`config.mk`:
```
export PLATFORM = sky130hd
export DESIGN_NAME = macro_seq
export DESIGN_NICKNAME = d
export VERILOG_FILES = /design/src/rtl/macro_pkg.sv /design/src/rtl/macro_imem.sv /design/src/rtl/macro_regfile.sv /design/src/rtl/macro_seq.sv
export SDC_FILE = /design/constraint.sdc
export NUM_CORES = 2
export LEC_CHECK = 0
export BUFFER_PORTS_ARGS = -buffer_cell sky130_fd_sc_hd__buf_2
export CAP_MARGIN = 20
export CORE_MARGIN = 1
export CORE_UTILIZATION = 40
export DETAILED_ROUTE_END_ITERATION = 8
export PLACE_DENSITY = 0.53
export SLEW_MARGIN = 10
export SYNTH_ARGS = -nofsm -noshare
export SYNTH_HDL_FRONTEND = slang
export SYNTH_HIERARCHICAL = 1
export SYNTH_SLANG_ARGS = --single-unit
```
`constraint.sdc`:
```
create_clock -name clk -period 4.56 [get_ports clk]
set_input_delay 0.912 -clock clk [delete_from_list [all_inputs] [get_ports clk]]
set_output_delay 0.912 -clock clk [all_outputs]
set_load 0.005 [all_outputs]
```
`src/rtl/macro_pkg.sv`:
```
package macro_pkg;

  typedef enum logic [2:0] {
    OP_ALU    = 3'd0,
    OP_ADDI   = 3'd1,
    OP_BFINS  = 3'd2,
    OP_BFSHI  = 3'd3,
    OP_BFSHR  = 3'd4,
    OP_READ   = 3'd5,
    OP_BAD    = 3'd6,
    OP_BRANCH = 3'd7
  } op_class_e;

  typedef enum logic [1:0] {
    S_IDLE  = 2'd0,
    S_FETCH = 2'd1,
    S_EXEC  = 2'd2
  } seq_state_e;

  typedef struct packed {
    op_class_e   cls;
    logic [2:0]  rop;
    logic        bnz;
    logic        annul;
    logic        fin;
    logic [2:0]  dst;
    logic [2:0]  sa;
    logic [2:0]  sb;
    logic [31:0] imm;
  } dec_t;

  function automatic dec_t decode_word(input logic [31:0] w);
    dec_t d;
    d.cls   = op_class_e'(w[2:0]);
    d.rop   = w[6:4];
    d.bnz   = w[4];
    d.annul = w[5];
    d.fin   = w[7];
    d.dst   = w[10:8];
    d.sa    = w[13:11];
    d.sb    = w[16:14];
    d.imm   = {{14{w[31]}}, w[31:14]};
    return d;
  endfunction

  // result operations that write the fetched parameter into the destination
  function automatic logic rop_writes_param(input logic [2:0] r);
    return (r == 3'd0) || (r == 3'd3) || (r == 3'd5);
  endfunction

  function automatic logic rop_fetches(input logic [2:0] r);
    return rop_writes_param(r) || (r == 3'd6);
  endfunction

  function automatic logic is_alu_class(input op_class_e c);
    return (c == OP_ALU) || (c == OP_BFINS) || (c == OP_BFSHI) || (c == OP_BFSHR);
  endfunction

endpackage

```
`src/rtl/macro_imem.sv`:
```
module macro_imem #(
  parameter int DW    = 32,
  parameter int DEPTH = 64,
  parameter int AW    = $clog2(DEPTH)
) (
  input  logic          clk,
  input  logic          we,
  input  logic [AW-1:0] waddr,
  input  logic [DW-1:0] wdata,
  input  logic [AW-1:0] raddr,
  output logic [DW-1:0] rdata
);

  logic [DW-1:0] mem [DEPTH];

  always_ff @(posedge clk) begin
    if (we) mem[waddr] <= wdata;
    rdata <= mem[raddr];
  end

endmodule

```
`src/rtl/macro_regfile.sv`:
```
module macro_regfile #(
  parameter int DW   = 32,
  parameter int NREG = 8,
  parameter int RIW  = $clog2(NREG)
) (
  input  logic           clk,
  input  logic           rst,
  input  logic           clr,
  input  logic [DW-1:0]  r1_init,
  input  logic           we,
  input  logic [RIW-1:0] waddr,
  input  logic [DW-1:0]  wdata,
  input  logic [RIW-1:0] ra,
  input  logic [RIW-1:0] rb,
  output logic [DW-1:0]  qa,
  output logic [DW-1:0]  qb
);

  logic [DW-1:0] regs [NREG];

  always_ff @(posedge clk) begin
    regs[0] <= '0;
    for (int i = 1; i < NREG; i++) begin
      if (rst) begin
        regs[i] <= '0;
      end else if (clr) begin
        regs[i] <= (i == 1) ? r1_init : '0;
      end else if (we && (waddr == RIW'(i))) begin
        regs[i] <= wdata;
      end
    end
  end

  assign qa = (ra == '0) ? '0 : regs[ra];
  assign qb = (rb == '0) ? '0 : regs[rb];

endmodule

```
`src/rtl/macro_seq.sv`:
```
module macro_seq
  import macro_pkg::*;
#(
  parameter int IMEM_DEPTH = 64,
  parameter int NREG       = 8,
  localparam int DW        = 32,
  localparam int IAW       = $clog2(IMEM_DEPTH),
  localparam int PCW       = IAW + 2
) (
  input  logic           clk,
  input  logic           rst,
  input  logic           start,
  input  logic           prog_we,
  input  logic [IAW-1:0] prog_addr,
  input  logic [DW-1:0]  prog_wdata,
  input  logic [DW-1:0]  param_data,
  output logic           param_take,
  output logic [DW-1:0]  rd_addr,
  input  logic [DW-1:0]  rd_data,
  output logic           issue_valid,
  output logic [DW-1:0]  issue_instr,
  output logic [DW-1:0]  issue_a,
  output logic [DW-1:0]  issue_b,
  input  logic [DW-1:0]  alu_result,
  output logic           res_valid,
  output logic [2:0]     res_op,
  output logic [DW-1:0]  res_value,
  output logic [DW-1:0]  res_param,
  output logic           busy,
  output logic           done,
  output logic           error
);

  seq_state_e    st;
  logic [PCW-1:0] pc, dtgt;
  logic          in_slot, redir_pend, exit_pend;
  logic [DW-1:0] instr, a_val, b_val, value, wr_data;
  dec_t          d;
  logic          exec, is_br, bad, taken, exit_now, wr_en, fetch, launch;
  logic [PCW-1:0] br_tgt, pc_seq;

  macro_imem #(.DW(DW), .DEPTH(IMEM_DEPTH), .AW(IAW)) u_imem (
    .clk   (clk),
    .we    (prog_we),
    .waddr (prog_addr),
    .wdata (prog_wdata),
    .raddr (pc[PCW-1:2]),
    .rdata (instr)
  );

  macro_regfile #(.DW(DW), .NREG(NREG), .RIW(3)) u_rf (
    .clk     (clk),
    .rst     (rst),
    .clr     (launch),
    .r1_init (param_data),
    .we      (wr_en),
    .waddr   (d.dst),
    .wdata   (wr_data),
    .ra      (d.sa),
    .rb      (d.sb),
    .qa      (a_val),
    .qb      (b_val)
  );

  always_comb begin
    d        = decode_word(instr);
    exec     = (st == S_EXEC);
    launch   = (st == S_IDLE) && start;
    is_br    = (d.cls == OP_BRANCH);
    bad      = (d.cls == OP_BAD) || (is_br && in_slot);
    taken    = is_br && (d.bnz ? (a_val != '0) : (a_val == '0));
    br_tgt   = pc + {d.imm[PCW-3:0], 2'b00};
    pc_seq   = pc + PCW'(4);
    exit_now = d.fin && !in_slot && !(taken && !d.annul);
    rd_addr  = a_val + d.imm;
    case (d.cls)
      OP_ADDI: value = a_val + d.imm;
      OP_READ: value = rd_data;
      default: value = alu_result;
    endcase
    wr_en      = exec && !is_br && !bad;
    fetch      = wr_en && rop_fetches(d.rop);
    wr_data    = rop_writes_param(d.rop) ? param_data : value;
    param_take = launch || fetch;
    issue_valid = exec && !bad && is_alu_class(d.cls);
    issue_instr = instr;
    issue_a     = a_val;
    issue_b     = b_val;
  end

  assign busy = (st != S_IDLE);

  always_ff @(posedge clk) begin
    if (rst) begin
      st         <= S_IDLE;
      pc         <= '0;
      dtgt       <= '0;
      in_slot    <= 1'b0;
      redir_pend <= 1'b0;
      exit_pend  <= 1'b0;
      done       <= 1'b0;
      error      <= 1'b0;
      res_valid  <= 1'b0;
      res_op     <= '0;
      res_value  <= '0;
      res_param  <= '0;
    end else begin
      done      <= 1'b0;
      res_valid <= wr_en;
      if (wr_en) begin
        res_op    <= d.rop;
        res_value <= value;
        res_param <= fetch ? param_data : '0;
      end
      case (st)
        S_IDLE: begin
          if (start) begin
            st         <= S_FETCH;
            pc         <= '0;
            in_slot    <= 1'b0;
            redir_pend <= 1'b0;
            exit_pend  <= 1'b0;
            error      <= 1'b0;
          end
        end
        S_FETCH: st <= S_EXEC;
        default: begin
          if (bad) begin
            error <= 1'b1;
            st    <= S_IDLE;
          end else if (in_slot) begin
            in_slot <= 1'b0;
            if (exit_pend) begin
              exit_pend <= 1'b0;
              done      <= 1'b1;
              st        <= S_IDLE;
            end else begin
              st         <= S_FETCH;
              pc         <= redir_pend ? dtgt : pc_seq;
              redir_pend <= 1'b0;
            end
          end else begin
            st <= S_FETCH;
            pc <= (taken && d.annul) ? br_tgt : pc_seq;
            if (taken && !d.annul) begin
              in_slot    <= 1'b1;
              redir_pend <= 1'b1;
              dtgt       <= br_tgt;
            end
            if (exit_now) begin
              in_slot   <= 1'b1;
              exit_pend <= 1'b1;
            end
          end
        end
      endcase
    end
  end

endmodule

```
After elaboration in Yosys (flattened, before gate mapping):

Memories as Yosys holds them, arrays and structs flattened. A register that Yosys moved wholly into a read port is not among the register bits.
Cells that the tools add are included.

* mux-type cells: 85
* reduce and logical (&&, ||, !) cells: 51
* bitwise operators: 18
* add/subtract/negate cells: 3
* equality and inequality tests: 22

Operators with widths (number)
* $mux W32: 18
* $pmux W32 S2: 1
* $mux W1: 51
* $mux W8: 6
* $add A32 B32 Y32: 1
* $logic_not A32 Y1: 1
* $reduce_bool A32 Y1: 1
* $eq A3 B3 Y1 const B: 10
* $logic_and A1 B1 Y1: 19
* $pmux W8 S2: 1
* $eq A3 B2 Y1 const B: 5
* $or A1 B1 Y1: 14
* $logic_not A3 Y1: 4
* $reduce_and A4 Y1: 3
* $add A8 B3 Y8 const B: 1
* $add A8 B8 Y8: 1
* $logic_or A1 B1 Y1: 8
* $pmux W1 S2: 4
* $eq A3 B1 Y1 const B: 2
* $mux W2: 3
* $reduce_and A3 Y1: 2
* $reduce_bool A3 Y1: 2
* $logic_not A1 Y1: 5
* $reduce_and A5 Y1: 1
* 11 further kinds: 15

* input port bits: 138
* RAM bits: 2304
* logic and storage cells: 193
* memories: 2
* register bits: 91

Memories
* u_imem.mem: words 64, bits a word 32, rd ports 1, clocked after Yosys merged registers in 1, wr ports 1, line macro_imem.sv:14 `logic [DW-1:0] mem [DEPTH];`
* u_rf.regs: words 8, bits a word 32, rd ports 2, clocked after Yosys merged registers in 0, wr ports 8, line macro_regfile.sv:19 `logic [DW-1:0] regs [NREG];`

Depth between registers and ports, before layout:

* depth in word-level cells: 12
* gate-level depth with buffers: 17

Modules after synthesis:

The synthesis kept the hierarchy.

Modules (own cells, without submodules)
* macro_imem: area an instance 78497.8 um^2, cells an instance 3421, instances 1, sequential area each 62139.6 um^2
* macro_regfile: area an instance 11942.7 um^2, cells an instance 881, instances 1, sequential area each 6726.5 um^2
* macro_seq: area an instance 6377.4 um^2, cells an instance 859, instances 1, sequential area each 1741.7 um^2

Worst setup path before layout:

Ideal clock, no wire load.

* path kind: register -> output
* start: reg u_imem.rdata[11] (read register of u_imem.mem)
* end: out rd_addr[31]
* cell stages (with the launch flop): 14
* path buffers: 2
* arrival: 3.339 ns
* setup slack: 0.309 ns
* cell sequence: dfxtp_1 buf_2 nor2b_1 clkbuf_1 a221oi_1 a221oi_1 ha_1 a21oi_1 o211ai_1 a221oi_2 a21oi_4 o21a_1 or3_1 and3_1

* longest elaborated chain between the ends: 3

RTL lines
* start, declared: line macro_imem.sv:11 `output logic [DW-1:0] rdata`
* $mem_v2 Z8 W32 or $logic_not A3 Y1 (tied branches)
* $mux W32 (*): line macro_regfile.sv:34 `assign qa = (ra == '0) ? '0 : regs[ra];`
* named net issue_a[12]: line macro_seq.sv:22 `output logic [DW-1:0] issue_a,`
* $add A32 B32 Y32 (*): line macro_seq.sv:75 `rd_addr = a_val + d.imm;`
* end, declared: line macro_seq.sv:18 `output logic [DW-1:0] rd_addr,`

The timed path passes the listed nets; every way through them passes the cells marked *.

Worst setup path after layout:

* start: reg u_imem.rdata[11] (read register of u_imem.mem)
* end: out rd_addr[26]

* longest elaborated chain between the ends: 3

RTL lines (line)
* $mem_v2 Z8 W32 or $logic_not A3 Y1 (tied branches)
* $mux W32 (*): macro_regfile.sv:34
* $add A32 B32 Y32 (*): macro_seq.sv:75

Every way passes the cells marked *; elsewhere a longest branch is shown, timed or not.

==> insert_results.sql <==
INSERT INTO impl_metrics (metric_group, metric, value, unit) VALUES
('clocking', 'worstSkewPairLatency', '0.95', 'ns'),
('cells_and_area', 'flow.area_growth_from_synthesis', '18.9', '%'),
('clocking', 'tritoncts.num_buffers', '274', ''),
('logic_synthesis', 'syn_area_cell', '18.8', 'sq um'),
('detailed_routing', 'vias', '54700', ''),
('timing', 'final_period_util', '1.18', ''),
('cells_and_area', 'finished_layout_cells', '9262', ''),
('setup_path', 'start_kind', 'flop', ''),
('global_routing', 'first_global_vias', '54700', ''),
('hold_path', 'hold_class', 'primary input to flop', ''),
('detailed_routing', 'drcViolationCount', '0', ''),
('logic_synthesis', 'synth_flop_cell', 'edfxtp_1', ''),
('placed_design', 'gp_routability_congestion', '0.919', ''),
('cells_and_area', 'finalInstanceArea', '115000', 'sq um'),
('cells_and_area', 'fill_cells', '20200', ''),
('floorplanning', 'floorplan.core_area', '241000', 'sq um'),
('cells_and_area', 'layout-drive-gt1-share', '0.331', ''),
('cells_and_area', 'nNetsFinal', '6062', ''),
('setup_path', 'critPathMaxFanout', '8', ''),
('power', 'p_leak', '37.6', 'nW'),
('timing', 'fin_tns_setup', '-11.39', 'ns'),
('detailed_routing', 'postRouteWirelength', '298', 'mm'),
('setup_path', 'critPathArrivalTime', '4.46', 'ns'),
('timing', 'worst_pin_slew', '1.12', 'ns'),
('clocking', 'cts.sinks', '2391', ''),
('detailed_routing', 'drt_first_iter_violations', '5758', ''),
('clocking', 'cts_hold_buffers', '0', ''),
('logic_synthesis', 'yosys_warnings', '6', ''),
('power', 'max-vdd-ir-drop', '0.000460', 'V'),
('global_routing', 'globalRouteTotalUtil', '0.242', ''),
('clocking', 'clkTransAtPathRegs', '0.06', 'ns'),
('logic_synthesis', 'leading_area_contributor_after_synthesis', 'edfxtp_1', ''),
('logic_synthesis', 'synth_enable_flop_cells', '2272', ''),
('floorplanning', 'floorplan.initialDensity', '0.403', ''),
('timing', 'finClkSkew', '0.0859', 'ns'),
('logic_synthesis', 'async_flop_share', '0', ''),
('timing', 'hold_slack', '0.204', 'ns'),
('timing', 'timing.final.setup_violations', '24', ''),
('logic_synthesis', 'ys_types', '84', ''),
('floorplanning', 'ios', '339', ''),
('logic_synthesis', 'synthesis.nets', '5338', ''),
('placed_design', 'numPortBuffers', '338', ''),
('power', 'pwr-share-comb', '0.062', ''),
('floorplanning', 'die_area', '244000', 'sq um'),
('logic_synthesis', 'synth_area', '96800', 'sq um'),
('logic_synthesis', 'synth_top_cell_area_share', '0.705', ''),
('run_status', 'failed_checks', 'negative setup slack', ''),
('global_routing', 'antenna_found_initial', '22', ''),
('detailed_routing', 'drtPass1Iterations', '6', ''),
('detailed_routing', 'detail_route.wl_per_cell', '32.2', 'microns'),
('timing', 'final_period_minus_worst_setup_slack', '5.37', 'ns'),
('timing', 'relSlewSlack', '0.254', ''),
('detailed_routing', 'routed_via_density', '5.90', ''),
('logic_synthesis', 'mapped_cells', '5161', ''),
('clocking', 'tritoncts', 'done', ''),
('global_routing', 'grt_first_pass_wirelength', '417', 'mm'),
('placed_design', 'dp.final_hpwl', '181', 'mm'),
('timing', 'setup_repair_after_global_routing_missed_its_margin', 'true', ''),
('timing', 'final-max-slew-violation-count', '0', ''),
('logic_synthesis', 'synth_common_cells', 'edfxtp_1 (2272), mux4_2 (490), mux2i_1 (206), nor2_1 (182), and2_1 (175)', ''),
('run_status', 'status', 'finished with violations', ''),
('detailed_routing', 'detail-route-antenna-nets', '0', ''),
('power', 'power.density', '420', 'nW/um^2'),
('clocking', 'htreeDepth', '5', ''),
('setup_path', 'worst-setup-path-type', 'flop to output pin', ''),
('floorplanning', 'overall_die_height', '494', 'microns'),
('logic_synthesis', 'post_synth_main_area_contributors', 'edfxtp_1 (70%), mux4_2 (11%), dfxtp_1 (2.5%)', ''),
('timing', 'setup_slack', '-0.814', 'ns'),
('power', 'power.sequential.fraction', '0.507', ''),
('global_routing', 'grt_start_max_net_pins', '98', ''),
('clocking', 'root_buffer', 'clkbuf_16', '');
## what timing repair did
action,4_1_cts,5_1_grt
cloned,3,2
pin swaps,33,57
gates resized for setup,124,83
endpoints found under the setup margin,53,88
setup buffers,27,34
## layer usage
layer / vias to the layer above / GRT usage / part of all wire
met2: 2210 / 0.385 / 0.47
met5: - / 0 / 0.00032
met4: 14 / 0.0765 / 0.033
met1: 29300 / 0.340 / 0.42
met3: 441 / 0.0403 / 0.070
li1: 22700 / - / -
## critical path, cell delays in order, from the launching register on
cell and delay [ns]:
dfxtp_4 0.43, nor2b_4 0.25, buf_4 0.14, a221oi_2 0.07, a221oi_2 0.28, ha_2 0.28
fa_2 0.21, a21o_1 0.14, nand4_1 0.18, a211o_1 0.44, a41o_4 0.31, o31ai_4 0.26
a21oi_2 0.12, xnor2_2 0.26, buf_2 0.17
## stage by stage
step | power, W | worst slack, ns
2_1_floorplan | 0.0262 | 0.309
3_5_place_dp | 0.0276 | -0.405
6_report | 0.0483 | -0.814
5_1_grt | 0.0497 | -0.900
3_3_place_gp | 0.0276 | -0.287
4_1_cts | 0.0486 | -0.916
## area by class of cell
class | instances | area, sq um | area share
timing repair buffer | 780 | 6020 | 0.0523
tap | 3185 | 3990 | 0.0346
multi-input combinational | 2421 | 26000 | 0.226
sequential | 2391 | 70600 | 0.614
clock inverter | 120 | 956 | 0.00831
antenna | 6 | 15.0 | 0.000130
inverter | 17 | 63.8 | 0.000554
clock buffer | 342 | 7390 | 0.0642
## cells in the final DEF (no fill, tap or decap), types with 59 or more instances in the layout
master / synthesis / final
mux4_2: 490 / 490
clkbuf_16: 0 / 284
nor2_1: 182 / 115
dfxtp_1: 119 / 106
o22ai_1: 112 / 112
mux2_2: 83 / 75
buf_4: 49 / 359
and2_1: 175 / 174
a22oi_1: 95 / 95
o21ai_0: 76 / 66
a21oi_1: 112 / 95
buf_2: 79 / 335
mux2i_1: 206 / 204
nand2_1: 166 / 162
buf_12: 0 / 59
a221oi_1: 128 / 78
edfxtp_1: 2272 / 2272
## sequential cells by signal (all words and copies together) (netlist names)
| signal | flops |
|---|---|
| u_imem/mem | 2048 |
| u_rf/regs | 224 |
| res_param | 32 |
| res_value | 32 |
| u_imem/rdata | 32 |
| dtgt | 6 |
| pc | 6 |
| res_op | 3 |
| st | 2 |
| done | 1 |
| error | 1 |
| exit_pend | 1 |
| in_slot | 1 |
| redir_pend | 1 |
| res_valid | 1 |
## power groups by stage
stage | clock (W) | combinational (W) | sequential [W]
2_1_floorplan | 0 | 0.00129 | 0.0249
3_3_place_gp | 0 | 0.00265 | 0.0249
3_5_place_dp | 0 | 0.00269 | 0.0249
4_1_cts | 0.0212 | 0.00286 | 0.0245
5_1_grt | 0.0220 | 0.00317 | 0.0245
6_report | 0.0208 | 0.00301 | 0.0245
## cell families (layout without fill, tap and decap cells)
| family | count (synthesis) | after routing | share of synthesized area |
|---|---|---|---|
| simple gates | 796 | 796 | 0.0429 |
| fa+ha+maj | 39 | 39 | 0.00520 |
| mux | 779 | 779 | 0.145 |
| buf+inv | 349 | 1259 | 0.0179 |
| flops | 2391 | 2391 | 0.729 |
| other cells | 0 | 6 | 0 |
| xor+xnor | 39 | 39 | 0.00361 |
| compound gates | 768 | 768 | 0.0562 |
## path summary, 6_finish.rpt
path	cells past startpoint	end	slack, ns	startpoint
worst max register to register	18	u_rf/regs[1][24]	0.03	u_imem/rdata[11]
worst min register to register	2	res_op[2]	0.46	res_op[2]
worst min-delay path	1	u_imem/mem[35][26]	0.20	prog_wdata[26]
worst max-delay path	14	rd_addr[26]	-0.81	u_imem/rdata[11]
(Power assumes the default switching activity.)
